`config.mk`:
```
export PLATFORM = sky130hd
export DESIGN_NAME = xip_read_buffer
export DESIGN_NICKNAME = d
export VERILOG_FILES = /design/src/rtl/xrb_pkg.sv /design/src/rtl/xrb_decode.sv /design/src/rtl/xrb_store.sv /design/src/rtl/xrb_fill.sv /design/src/rtl/xip_read_buffer.sv
export SDC_FILE = /design/constraint.sdc
export NUM_CORES = 2
export LEC_CHECK = 0
export ABC_AREA = 0
export BUFFER_PORTS_ARGS = -buffer_cell sky130_fd_sc_hd__buf_2
export CAP_MARGIN = 20
export CORE_MARGIN = 3
export CORE_UTILIZATION = 62
export DETAILED_ROUTE_END_ITERATION = 7
export PLACE_DENSITY = 0.83
export SLEW_MARGIN = 20
export SYNTH_ARGS = -nofsm -noshare
export SYNTH_HDL_FRONTEND = slang
export SYNTH_SLANG_ARGS = --single-unit
```
`constraint.sdc`:
```
create_clock -name clk -period 15.5 [get_ports clk]
set_clock_uncertainty 0.1 [all_clocks]
set_input_delay 2.325 -clock clk [delete_from_list [all_inputs] [get_ports clk]]
set_output_delay 2.325 -clock clk [all_outputs]
set_load 0.005 [all_outputs]
```
`src/rtl/xrb_pkg.sv`:
```
package xrb_pkg;
   typedef enum logic [1:0] {
      FS_IDLE = 2'd0,
      FS_REQ  = 2'd1,
      FS_FILL = 2'd2
   } fill_state_e;
endpackage

```
`src/rtl/xrb_decode.sv`:
```
module xrb_decode #(
   parameter int NUM_CHIPS = 4,
   parameter int WIN_W     = 29,
   localparam int CHIP_W   = (NUM_CHIPS > 1) ? $clog2(NUM_CHIPS) : 1
) (
   input  logic [WIN_W-1:0]           addr,
   input  logic [NUM_CHIPS*WIN_W-1:0] tops,
   output logic                       in_range,
   output logic [CHIP_W-1:0]          chip,
   output logic [WIN_W-1:0]           offset
);
   logic [WIN_W-1:0]     top_q  [NUM_CHIPS];
   logic [WIN_W-1:0]     base_q [NUM_CHIPS];
   logic [NUM_CHIPS-1:0] below;
   logic [WIN_W-1:0]     sel_base;

   for (genvar k = 0; k < NUM_CHIPS; k++) begin : g_chip
      assign top_q[k] = tops[k*WIN_W +: WIN_W];
      assign below[k] = addr < top_q[k];
      if (k == 0) begin : g_first
         assign base_q[k] = '0;
      end else begin : g_next
         assign base_q[k] = top_q[k-1];
      end
   end

   always_comb begin
      in_range = 1'b0;
      chip     = '0;
      sel_base = '0;
      for (int k = NUM_CHIPS - 1; k >= 0; k--) begin
         if (below[k]) begin
            in_range = 1'b1;
            chip     = CHIP_W'(k);
            sel_base = base_q[k];
         end
      end
      offset = addr - sel_base;
      offset[1:0] = 2'b00;
   end
endmodule

```
`src/rtl/xrb_store.sv`:
```
module xrb_store #(
   parameter int DATA_W = 32,
   parameter int IDX_W  = 6,
   localparam int DEPTH = 1 << IDX_W
) (
   input  logic              clk,
   input  logic              wr_en,
   input  logic [IDX_W-1:0]  wr_idx,
   input  logic [DATA_W-1:0] wr_data,
   input  logic [IDX_W-1:0]  rd_idx,
   output logic [DATA_W-1:0] rd_data
);
   logic [DATA_W-1:0] mem [DEPTH];

   always_ff @(posedge clk) begin
      if (wr_en) mem[wr_idx] <= wr_data;
   end

   assign rd_data = mem[rd_idx];
endmodule

```
`src/rtl/xrb_fill.sv`:
```
module xrb_fill import xrb_pkg::*; #(
   parameter int CHIP_W = 2,
   parameter int WIN_W  = 29,
   parameter int SIZE_W = 8,
   parameter int SEQ_W  = 4,
   localparam int IDX_W = SIZE_W - 2,
   localparam int CNT_W = SIZE_W - 1
) (
   input  logic              clk,
   input  logic              rst_n,
   input  logic              inv,
   input  logic              miss_go,
   input  logic [CHIP_W-1:0] req_chip,
   input  logic [WIN_W-3:0]  req_word,
   input  logic [SIZE_W-1:0] cfg_bytes,
   input  logic [SEQ_W-1:0]  cfg_seq,
   output logic              fetch_req,
   input  logic              fetch_gnt,
   output logic [SEQ_W-1:0]  fetch_seq,
   output logic [CHIP_W-1:0] fetch_chip,
   output logic [WIN_W-1:0]  fetch_addr,
   output logic [SIZE_W-1:0] fetch_bytes,
   input  logic              fetch_rvalid,
   output logic              wr_en,
   output logic [IDX_W-1:0]  wr_idx,
   output logic              busy,
   output logic              valid,
   output logic [CHIP_W-1:0] tag_chip,
   output logic [WIN_W-3:0]  tag_word,
   output logic [CNT_W-1:0]  tag_cnt
);
   fill_state_e       state;
   logic [SIZE_W:0]   bytes_rnd;
   logic [CNT_W-1:0]  words;
   logic              last_word;

   assign bytes_rnd = {1'b0, cfg_bytes} + (SIZE_W+1)'(3);
   assign words     = (bytes_rnd[SIZE_W:2] == '0) ? CNT_W'(1) : bytes_rnd[SIZE_W:2];
   assign last_word = (CNT_W'(wr_idx) + CNT_W'(1)) == tag_cnt;

   assign fetch_req  = (state == FS_REQ);
   assign busy       = (state != FS_IDLE);
   assign wr_en      = (state == FS_FILL) && fetch_rvalid;
   assign fetch_chip = tag_chip;
   assign fetch_addr = {tag_word, 2'b00};

   always_ff @(posedge clk or negedge rst_n) begin
      if (!rst_n) begin
         state       <= FS_IDLE;
         valid       <= 1'b0;
         tag_chip    <= '0;
         tag_word    <= '0;
         tag_cnt     <= '0;
         wr_idx      <= '0;
         fetch_seq   <= '0;
         fetch_bytes <= '0;
      end else if (inv) begin
         state  <= FS_IDLE;
         valid  <= 1'b0;
         wr_idx <= '0;
      end else begin
         case (state)
            FS_IDLE: begin
               if (miss_go) begin
                  valid       <= 1'b0;
                  tag_chip    <= req_chip;
                  tag_word    <= req_word;
                  tag_cnt     <= words;
                  fetch_seq   <= cfg_seq;
                  fetch_bytes <= cfg_bytes;
                  wr_idx      <= '0;
                  state       <= FS_REQ;
               end
            end
            FS_REQ: begin
               if (fetch_gnt) state <= FS_FILL;
            end
            FS_FILL: begin
               if (fetch_rvalid) begin
                  if (last_word) begin
                     valid <= 1'b1;
                     state <= FS_IDLE;
                  end else begin
                     wr_idx <= wr_idx + IDX_W'(1);
                  end
               end
            end
            default: state <= FS_IDLE;
         endcase
      end
   end
endmodule

```
`src/rtl/xip_read_buffer.sv`:
```
module xip_read_buffer #(
   parameter int NUM_CHIPS = 4,
   parameter int WIN_W     = 29,
   parameter int SIZE_W    = 8,
   parameter int SEQ_W     = 4,
   parameter int DATA_W    = 32,
   localparam int CHIP_W   = (NUM_CHIPS > 1) ? $clog2(NUM_CHIPS) : 1,
   localparam int IDX_W    = SIZE_W - 2,
   localparam int CNT_W    = SIZE_W - 1
) (
   input  logic                       clk,
   input  logic                       rst_n,
   input  logic                       cfg_disable,
   input  logic                       ctl_rst_bus,
   input  logic                       ctl_rst_flash,
   input  logic [NUM_CHIPS*WIN_W-1:0] cfg_chip_top,
   input  logic [SIZE_W-1:0]          cfg_fill_bytes,
   input  logic [SEQ_W-1:0]           cfg_seq_idx,
   input  logic                       rd_req,
   input  logic [WIN_W-1:0]           rd_addr,
   output logic                       rd_ready,
   output logic                       rd_err,
   output logic [DATA_W-1:0]          rd_data,
   output logic                       mm_busy,
   output logic                       fetch_req,
   input  logic                       fetch_gnt,
   output logic [SEQ_W-1:0]           fetch_seq,
   output logic [CHIP_W-1:0]          fetch_chip,
   output logic [WIN_W-1:0]           fetch_addr,
   output logic [SIZE_W-1:0]          fetch_bytes,
   input  logic                       fetch_rvalid,
   input  logic [DATA_W-1:0]          fetch_rdata
);
   if (SIZE_W < 3) begin : g_bad_size
      $error("SIZE_W must be at least 3");
   end
   if (WIN_W < 4) begin : g_bad_win
      $error("WIN_W must be at least 4");
   end
   if (NUM_CHIPS < 1) begin : g_bad_chips
      $error("NUM_CHIPS must be at least 1");
   end

   logic              inv;
   logic              in_range;
   logic [CHIP_W-1:0] dec_chip;
   logic [WIN_W-1:0]  dec_off;
   logic [WIN_W-3:0]  off_word;
   logic [WIN_W-3:0]  span_pos;
   logic              hit;
   logic              miss_go;
   logic              line_valid;
   logic [CHIP_W-1:0] tag_chip;
   logic [WIN_W-3:0]  tag_word;
   logic [CNT_W-1:0]  tag_cnt;
   logic              wr_en;
   logic [IDX_W-1:0]  wr_idx;
   logic              bad;

   assign inv = ctl_rst_bus & ctl_rst_flash;

   xrb_decode #(.NUM_CHIPS(NUM_CHIPS), .WIN_W(WIN_W)) u_decode (
      .addr     (rd_addr),
      .tops     (cfg_chip_top),
      .in_range (in_range),
      .chip     (dec_chip),
      .offset   (dec_off)
   );

   assign off_word = dec_off[WIN_W-1:2];
   assign span_pos = off_word - tag_word;
   assign hit      = line_valid && (tag_chip == dec_chip) && (off_word >= tag_word)
                     && (span_pos < (WIN_W-2)'(tag_cnt));

   assign bad      = cfg_disable | ~in_range;
   assign rd_ready = rd_req & (bad | (hit & ~inv));
   assign rd_err   = rd_req & bad;
   assign miss_go  = rd_req & ~bad & ~hit & ~inv & ~mm_busy;

   xrb_fill #(
      .CHIP_W (CHIP_W),
      .WIN_W  (WIN_W),
      .SIZE_W (SIZE_W),
      .SEQ_W  (SEQ_W)
   ) u_fill (
      .clk          (clk),
      .rst_n        (rst_n),
      .inv          (inv),
      .miss_go      (miss_go),
      .req_chip     (dec_chip),
      .req_word     (off_word),
      .cfg_bytes    (cfg_fill_bytes),
      .cfg_seq      (cfg_seq_idx),
      .fetch_req    (fetch_req),
      .fetch_gnt    (fetch_gnt),
      .fetch_seq    (fetch_seq),
      .fetch_chip   (fetch_chip),
      .fetch_addr   (fetch_addr),
      .fetch_bytes  (fetch_bytes),
      .fetch_rvalid (fetch_rvalid),
      .wr_en        (wr_en),
      .wr_idx       (wr_idx),
      .busy         (mm_busy),
      .valid        (line_valid),
      .tag_chip     (tag_chip),
      .tag_word     (tag_word),
      .tag_cnt      (tag_cnt)
   );

   xrb_store #(.DATA_W(DATA_W), .IDX_W(IDX_W)) u_store (
      .clk     (clk),
      .wr_en   (wr_en),
      .wr_idx  (wr_idx),
      .wr_data (fetch_rdata),
      .rd_idx  (span_pos[IDX_W-1:0]),
      .rd_data (rd_data)
   );
endmodule

```
-- Yosys cells after proc, flatten, opt, wreduce, memory -nomap -nowiden
Memories as Yosys holds them, arrays and structs flattened.
Cells that the tools add are included.
- bits in registers: 57
- latch bits: 0
- memory bits (writable): 2048
- memory bits (read-only): 0
- bits of input ports: 197
- output and inout port bits: 79
- word-level logic and storage cells: 87
- memories kept: 1
- $add $sub $neg: 5
- multiply operators: 0
- divide/modulo/power cells: 0
- order comparisons: 6
- equality and inequality tests: 9
- shift-type cells: 0
- multiplexer cells: 31
- bitwise logic cells: 15
- reduce and logical (&&, ||, !) cells: 12
- memories (name ; words ; bits a word ; rd ports ; clocked after Yosys merged registers in ; wr ports ; line ; text):
    u_store.mem ; 64 ; 32 ; 1 ; 0 ; 1 ; xrb_store.sv:13 ; logic [DATA_W-1:0] mem [DEPTH];
- operators by type and width (operator ; number):
    $lt A29 B29 Y1 ; 4
    $mux W29 ; 4
    $sub A29 B29 Y29 ; 1
    $ge A27 B27 Y1 ; 1
    $lt A27 B7 Y1 ; 1
    $sub A27 B27 Y27 ; 1
    $mux W6 ; 4
    $mux W2 ; 9
    $pmux W6 S2 ; 1
    $reduce_and A4 Y1 ; 3
    $mux W1 ; 10
    $add A8 B2 Y9 const B ; 1
    $ne A3 B3 Y1 const B ; 3
    $and A1 B1 Y1 ; 8
    $add A6 B1 Y7 const B ; 1
    $eq A7 B7 Y1 ; 1
    $logic_not A7 Y1 ; 1
    $mux W7 ; 1
    $add A6 B1 Y6 const B ; 1
    $pmux W2 S3 ; 1
    $not A1 Y1 ; 5
    $logic_and A1 B1 Y1 ; 4
    $ne A3 B1 Y1 const B ; 1
    $ne A3 B2 Y1 const B ; 1
    9 further kinds ; 10

-- Longest topological paths before layout
- depth after elaboration: 16
- depth in mapped cells: 40

-- Cells and area by module
From an unflattened synthesis, not the netlist that was laid out.
- cell total of the unflattened synthesis: 4585
- area, all modules: 88057.0 um^2
- by module, submodules not included (module ; instances ; cells each ; area each (um^2)):
    xrb_store ; 1 ; 3292 ; 77874.7
    xrb_decode ; 1 ; 704 ; 5058.6
    xrb_fill ; 1 ; 235 ; 2792.7
    xip_read_buffer ; 1 ; 354 ; 2331.0

-- Worst setup path before layout
Ideal clock, no wire load.
- path type: input-to-output
- start point: input port cfg_chip_top[109]
- end point: output port rd_ready
- arrival time: 10076 ps
- slack: 2999 ps
- stages: 34
- path buffers: 5
- cell sequence: inv_1 ha_1 a21o_1 nand3_1 a21oi_1 or4_1 or2_1 nor2_1 clkbuf_1 clkbuf_1 a221o_1 o211ai_1 ha_1 nand3_1 a2111oi_1 nor3_1 xnor2_1 ha_1 xnor2_1 buf_1 clkbuf_1 buf_1 inv_1 ha_1 o21ai_0 nand2b_1 a21oi_1 o2111ai_1 or4_1 nor4_1 o2111ai_1 a2111oi_4 nand2_1 a21boi_0
- longest elaborated chain between the ends: 12
- elaborated cells on any way between the ends: 26
- RTL lines (what ; line ; text):
    start, declared ; xip_read_buffer.sv:16 ; input logic [NUM_CHIPS*WIN_W-1:0] cfg_chip_top,
    $lt A29 B29 Y1 * ; xrb_decode.sv:19 ; assign below[k] = addr < top_q[k];
    $mux W29 * (4 in series) ; xrb_decode.sv:32 ; if (below[k]) begin
    $sub A29 B29 Y29 * ; xrb_decode.sv:38 ; offset = addr - sel_base;
    via dec_off[4] ; xip_read_buffer.sv:47 ; logic [WIN_W-1:0] dec_off;
    $sub A27 B27 Y27 / $ge A27 B27 Y1 (equally long branches) ; xip_read_buffer.sv:71, xip_read_buffer.sv:72 ;
    $lt A27 B7 Y1 / $logic_and A1 B1 Y1 (equally long branches) ; xip_read_buffer.sv:73, xip_read_buffer.sv:72 ;
    $logic_and A1 B1 Y1 * ; xip_read_buffer.sv:73 ; && (span_pos < (WIN_W-2)'(tag_cnt));
    $and A1 B1 Y1 * ; xip_read_buffer.sv:76 ; assign rd_ready = rd_req & (bad | (hit & ~inv));
    $or A1 B1 Y1 * ; xip_read_buffer.sv:76 ;
    $and A1 B1 Y1 * ; xip_read_buffer.sv:76 ;
    end, declared ; xip_read_buffer.sv:21 ; output logic rd_ready,
The timed path passes the listed nets; every way through them passes the cells marked *.

-- Worst setup path in the final report
- start point: input port rd_addr[14]
- end point: output port rd_ready
- longest elaborated chain between the ends: 12
- elaborated cells on any way between the ends: 29
- RTL lines (what ; line ; text):
    start, declared ; xip_read_buffer.sv:20 ; input logic [WIN_W-1:0] rd_addr,
    $lt A29 B29 Y1 ; xrb_decode.sv:19 ;
    $mux W29 (3 in series) ; xrb_decode.sv:32 ;
    $mux W29 * ; xrb_decode.sv:32 ;
    $sub A29 B29 Y29 * ; xrb_decode.sv:38 ;
    via dec_off[4] ; xip_read_buffer.sv:47 ;
    $sub A27 B27 Y27 / $ge A27 B27 Y1 (equally long branches) ; xip_read_buffer.sv:71, xip_read_buffer.sv:72 ;
    $lt A27 B7 Y1 / $logic_and A1 B1 Y1 (equally long branches) ; xip_read_buffer.sv:73, xip_read_buffer.sv:72 ;
    $logic_and A1 B1 Y1 * ; xip_read_buffer.sv:73 ;
    $and A1 B1 Y1 * ; xip_read_buffer.sv:76 ;
    $or A1 B1 Y1 * ; xip_read_buffer.sv:76 ;
    $and A1 B1 Y1 * ; xip_read_buffer.sv:76 ;
Marked as above.

==> summary.txt <==
Power
  – PD cells: 232 nW/µm²
  – Max VDD drop: 0.419 mV
  – P_leak: 32.2 nW
  – Pwr Total: 22.7 mW

STA
  – Max-slew headroom: 0.0171
  – TNS Setup: 0 ns
  – Final Max Tran Viols: 0
  – Max Freq: 73.8 MHz
  – Final WS setup: 1.95 ns
  – Hold WS: 0.384 ns
  – Worst-margin pin slew: 1.47 ns
  – Final Critical Period: 13.55 ns
  – Fin. Hold Viols: 0
  – Setup-failing EPs final: 0
  – RSZ-0062 raised after global routing: false
  – Period utilization: 0.874

Critical path
  – Crit path top cell by count: ha_1
  – Crit-path max FO: 47
  – Critical path class: primary input to output port
  – CP Capture Type: output port
  – Critical Path Start Type: primary input
  – CP peak stage delay: 0.56 ns
  – Arrival @ worst endpoint: 11.12 ns
  – Worst Path Required: 13.07 ns
  – Slowest cell on crit path: nor2_2

Die
  – # rows: 137
  – Starting Density: 0.625
  – Ports: 276
  – Chip height: 381 µm
  – Die footprint: 145000 µm²
  – Core area: 140000 µm²
  – Die width: 381 µm

Run
  – Max-cap violations: 1

Synthesis
  – Post-Syn Area: 87200 µm²
  – Syn. warnings: 0
  – Netlist cell types: 82
  – Seq cells post-synth: 2105
  – Primary FF master, synth: edfxtp_1
  – Avg Inst Size Synth: 20.3 µm²
  – Area contributors post-synth: edfxtp_1, mux4_2, ha_1
  – Mapped Cells: 4307
  – Post-synth EDFFs: 2048
  – Ys async rst share: 0.0271
  – Sequential area share after synthesis: 0.721
  – Synth top area share: 0.705
  – Biggest area consumer among synthesized cells: edfxtp_1

Final layout
  – Layout cells sized above 1: 0.290
  – Fill count: 7709
  – Highest-count cells in the layout ignoring fill and taps: edfxtp_1, mux4_2, buf_2, clkbuf_16, ha_1
  – Final Net Count: 5057
  – Commonest non-fill, non-tap cell in the layout: edfxtp_1
  – Final core utilization: 0.701
  – Area delta synth->final: 12.2%
  – Post-Layout Cell Count: 6729
  – Final instance area: 97900 µm²

Place
  – Pre-CTS WS: 2.04 ns
  – Placed cells: 6365
  – # port buffers: 273
  – Gpl congestion: 0.946
  – DPL Wire Length: 131000 µm
  – Placed Instance Area: 91700 µm²

Detailed routing
  – Final Routed Wirelength: 262000 µm
  – Remaining antenna violation count: 0
  – Avg WL per Cell: 38.9 µm
  – Starting DRT DRC Count: 7461
  – Number of vias per cell: 7.28
  – DR vias: 48993
  – Drt pass-1 iters: 6
  – Remaining DRCs: 0

CTS
  – Clock Path Buffers: 3
  – CTS buffer count: 192
  – H-tree depth: 4
  – Clock input transition at the sequential cells of the worst setup and hold paths: 0.06 ns
  – Hold Buf Count CTS: 0
  – CTS tree: yes
  – CTS root buffer: clkbuf_16
  – Clk Latency, worst-skew pair: 0.78 ns
  – # Post-CTS Setup Buffers: 0
  – CTS sink count: 2105
  – CTS resizes: 0

Global route
  – Total grt overflow: 0
  – Initial antenna violation count: 15
  – First-pass GRT wire length: 371000 µm
  – Largest net degree at the start of global routing: 154
  – Vias in the first global route: 49653
  – Overall Global Routing Usage: 0.365

Status
  – Failing checks: max-capacitance violations
  – Status: finished with violations

Min path
  – HP Class: register to register
-- cells in the mapped netlist, drive strengths merged, types with 27 or more instances --
cell type and count:
a211oi 38, a21o 43, a21oi 116, a221o 29, a31oi 35, and2 27
buf 70, clkbuf 137, dfrtp 57, edfxtp 2048, ha 173, inv 168
mux2 42, mux4 640, nand2 141, nand3 32, nor2 131, o211ai 34
o21ai 70, xnor2 32
-- critical path: cells and delay by family --
family,cells,cell delay (ns)
AO/OA/AOI/OAI,13,2.67
XOR/XNOR,2,0.53
adder cells (fa/ha/maj),4,1.43
buffers and inverters,4,0.90
AND/OR/NAND/NOR,13,3.26
-- flip-flops by register name (all words and copies together) (netlist names) --
register,cells
u_store.mem,2048
u_fill.tag_word,27
u_fill.fetch_bytes,8
u_fill.tag_cnt,7
u_fill.wr_idx,6
u_fill.fetch_seq,4
u_fill.fetch_chip,2
u_fill.state,2
u_fill.valid,1
-- where the power goes --
| group | switching (mW) | internal [mW] | total, mW | leakage, nW |
|---|---|---|---|---|
| clock | 2.19 | 2.44 | 4.63 | 2.88 |
| sequential | 0.0605 | 6.30 | 6.36 | 19.1 |
| combinational | 6.93 | 4.78 | 11.7 | 10.3 |
| total | 9.18 | 13.5 | 22.7 | 32.2 |
-- path summary, 6_finish.rpt --
path / startpoint / to / slack, ns / depth (start not counted)
max: rd_addr[14] / rd_ready / 1.95 / 36
min: u_fill.fetch_seq[1] / u_fill.fetch_seq[1] / 0.38 / 1
max reg2reg: u_fill.tag_word[1] / u_fill.fetch_bytes[7] / 8.97 / 22
min reg2reg: u_fill.fetch_seq[1] / u_fill.fetch_seq[1] / 0.38 / 1
max in group asynchronous: rst_n / u_fill.wr_idx[5] / 13.20 / 2
min in group asynchronous: rst_n / u_fill.fetch_seq[3] / 1.60 / 2
-- layout make-up --
| cell class | count | area [µm²] | share of cell area |
|---|---|---|---|
| timing repair buffer | 391 | 2470 | 0.0253 |
| clock inverter | 106 | 893 | 0.00913 |
| inverter | 168 | 631 | 0.00644 |
| multi-input combinational | 1828 | 23500 | 0.241 |
| antenna | 6 | 15.0 | 0.000153 |
| tap | 1876 | 2350 | 0.0240 |
| clock buffer | 249 | 5060 | 0.0517 |
| sequential | 2105 | 62900 | 0.643 |
-- layer usage --
layer | vias to the layer above | track usage | share of wire
li1 | 18661 | - | -
met5 | - | 0.00926 | 0.0011
met2 | 4488 | 0.597 | 0.50
met3 | 1006 | 0.0976 | 0.12
met1 | 24824 | 0.441 | 0.31
met4 | 14 | 0.214 | 0.070
-- cell families (layout without fill, tap and decap cells) --
logic type	Yosys count	after routing	synth area share
adders and majority gates	174	174	0.0250
buffers and inverters	375	914	0.0165
AOI/OAI and AO/OA	444	444	0.0342
DFF	2105	2105	0.721
other	1	8	0.0000430
muxes	696	696	0.173
xor gates and xnor gates	54	54	0.00542
and+or+nand+nor	458	458	0.0249
Note: power is estimated with default switching activity, not from simulation.
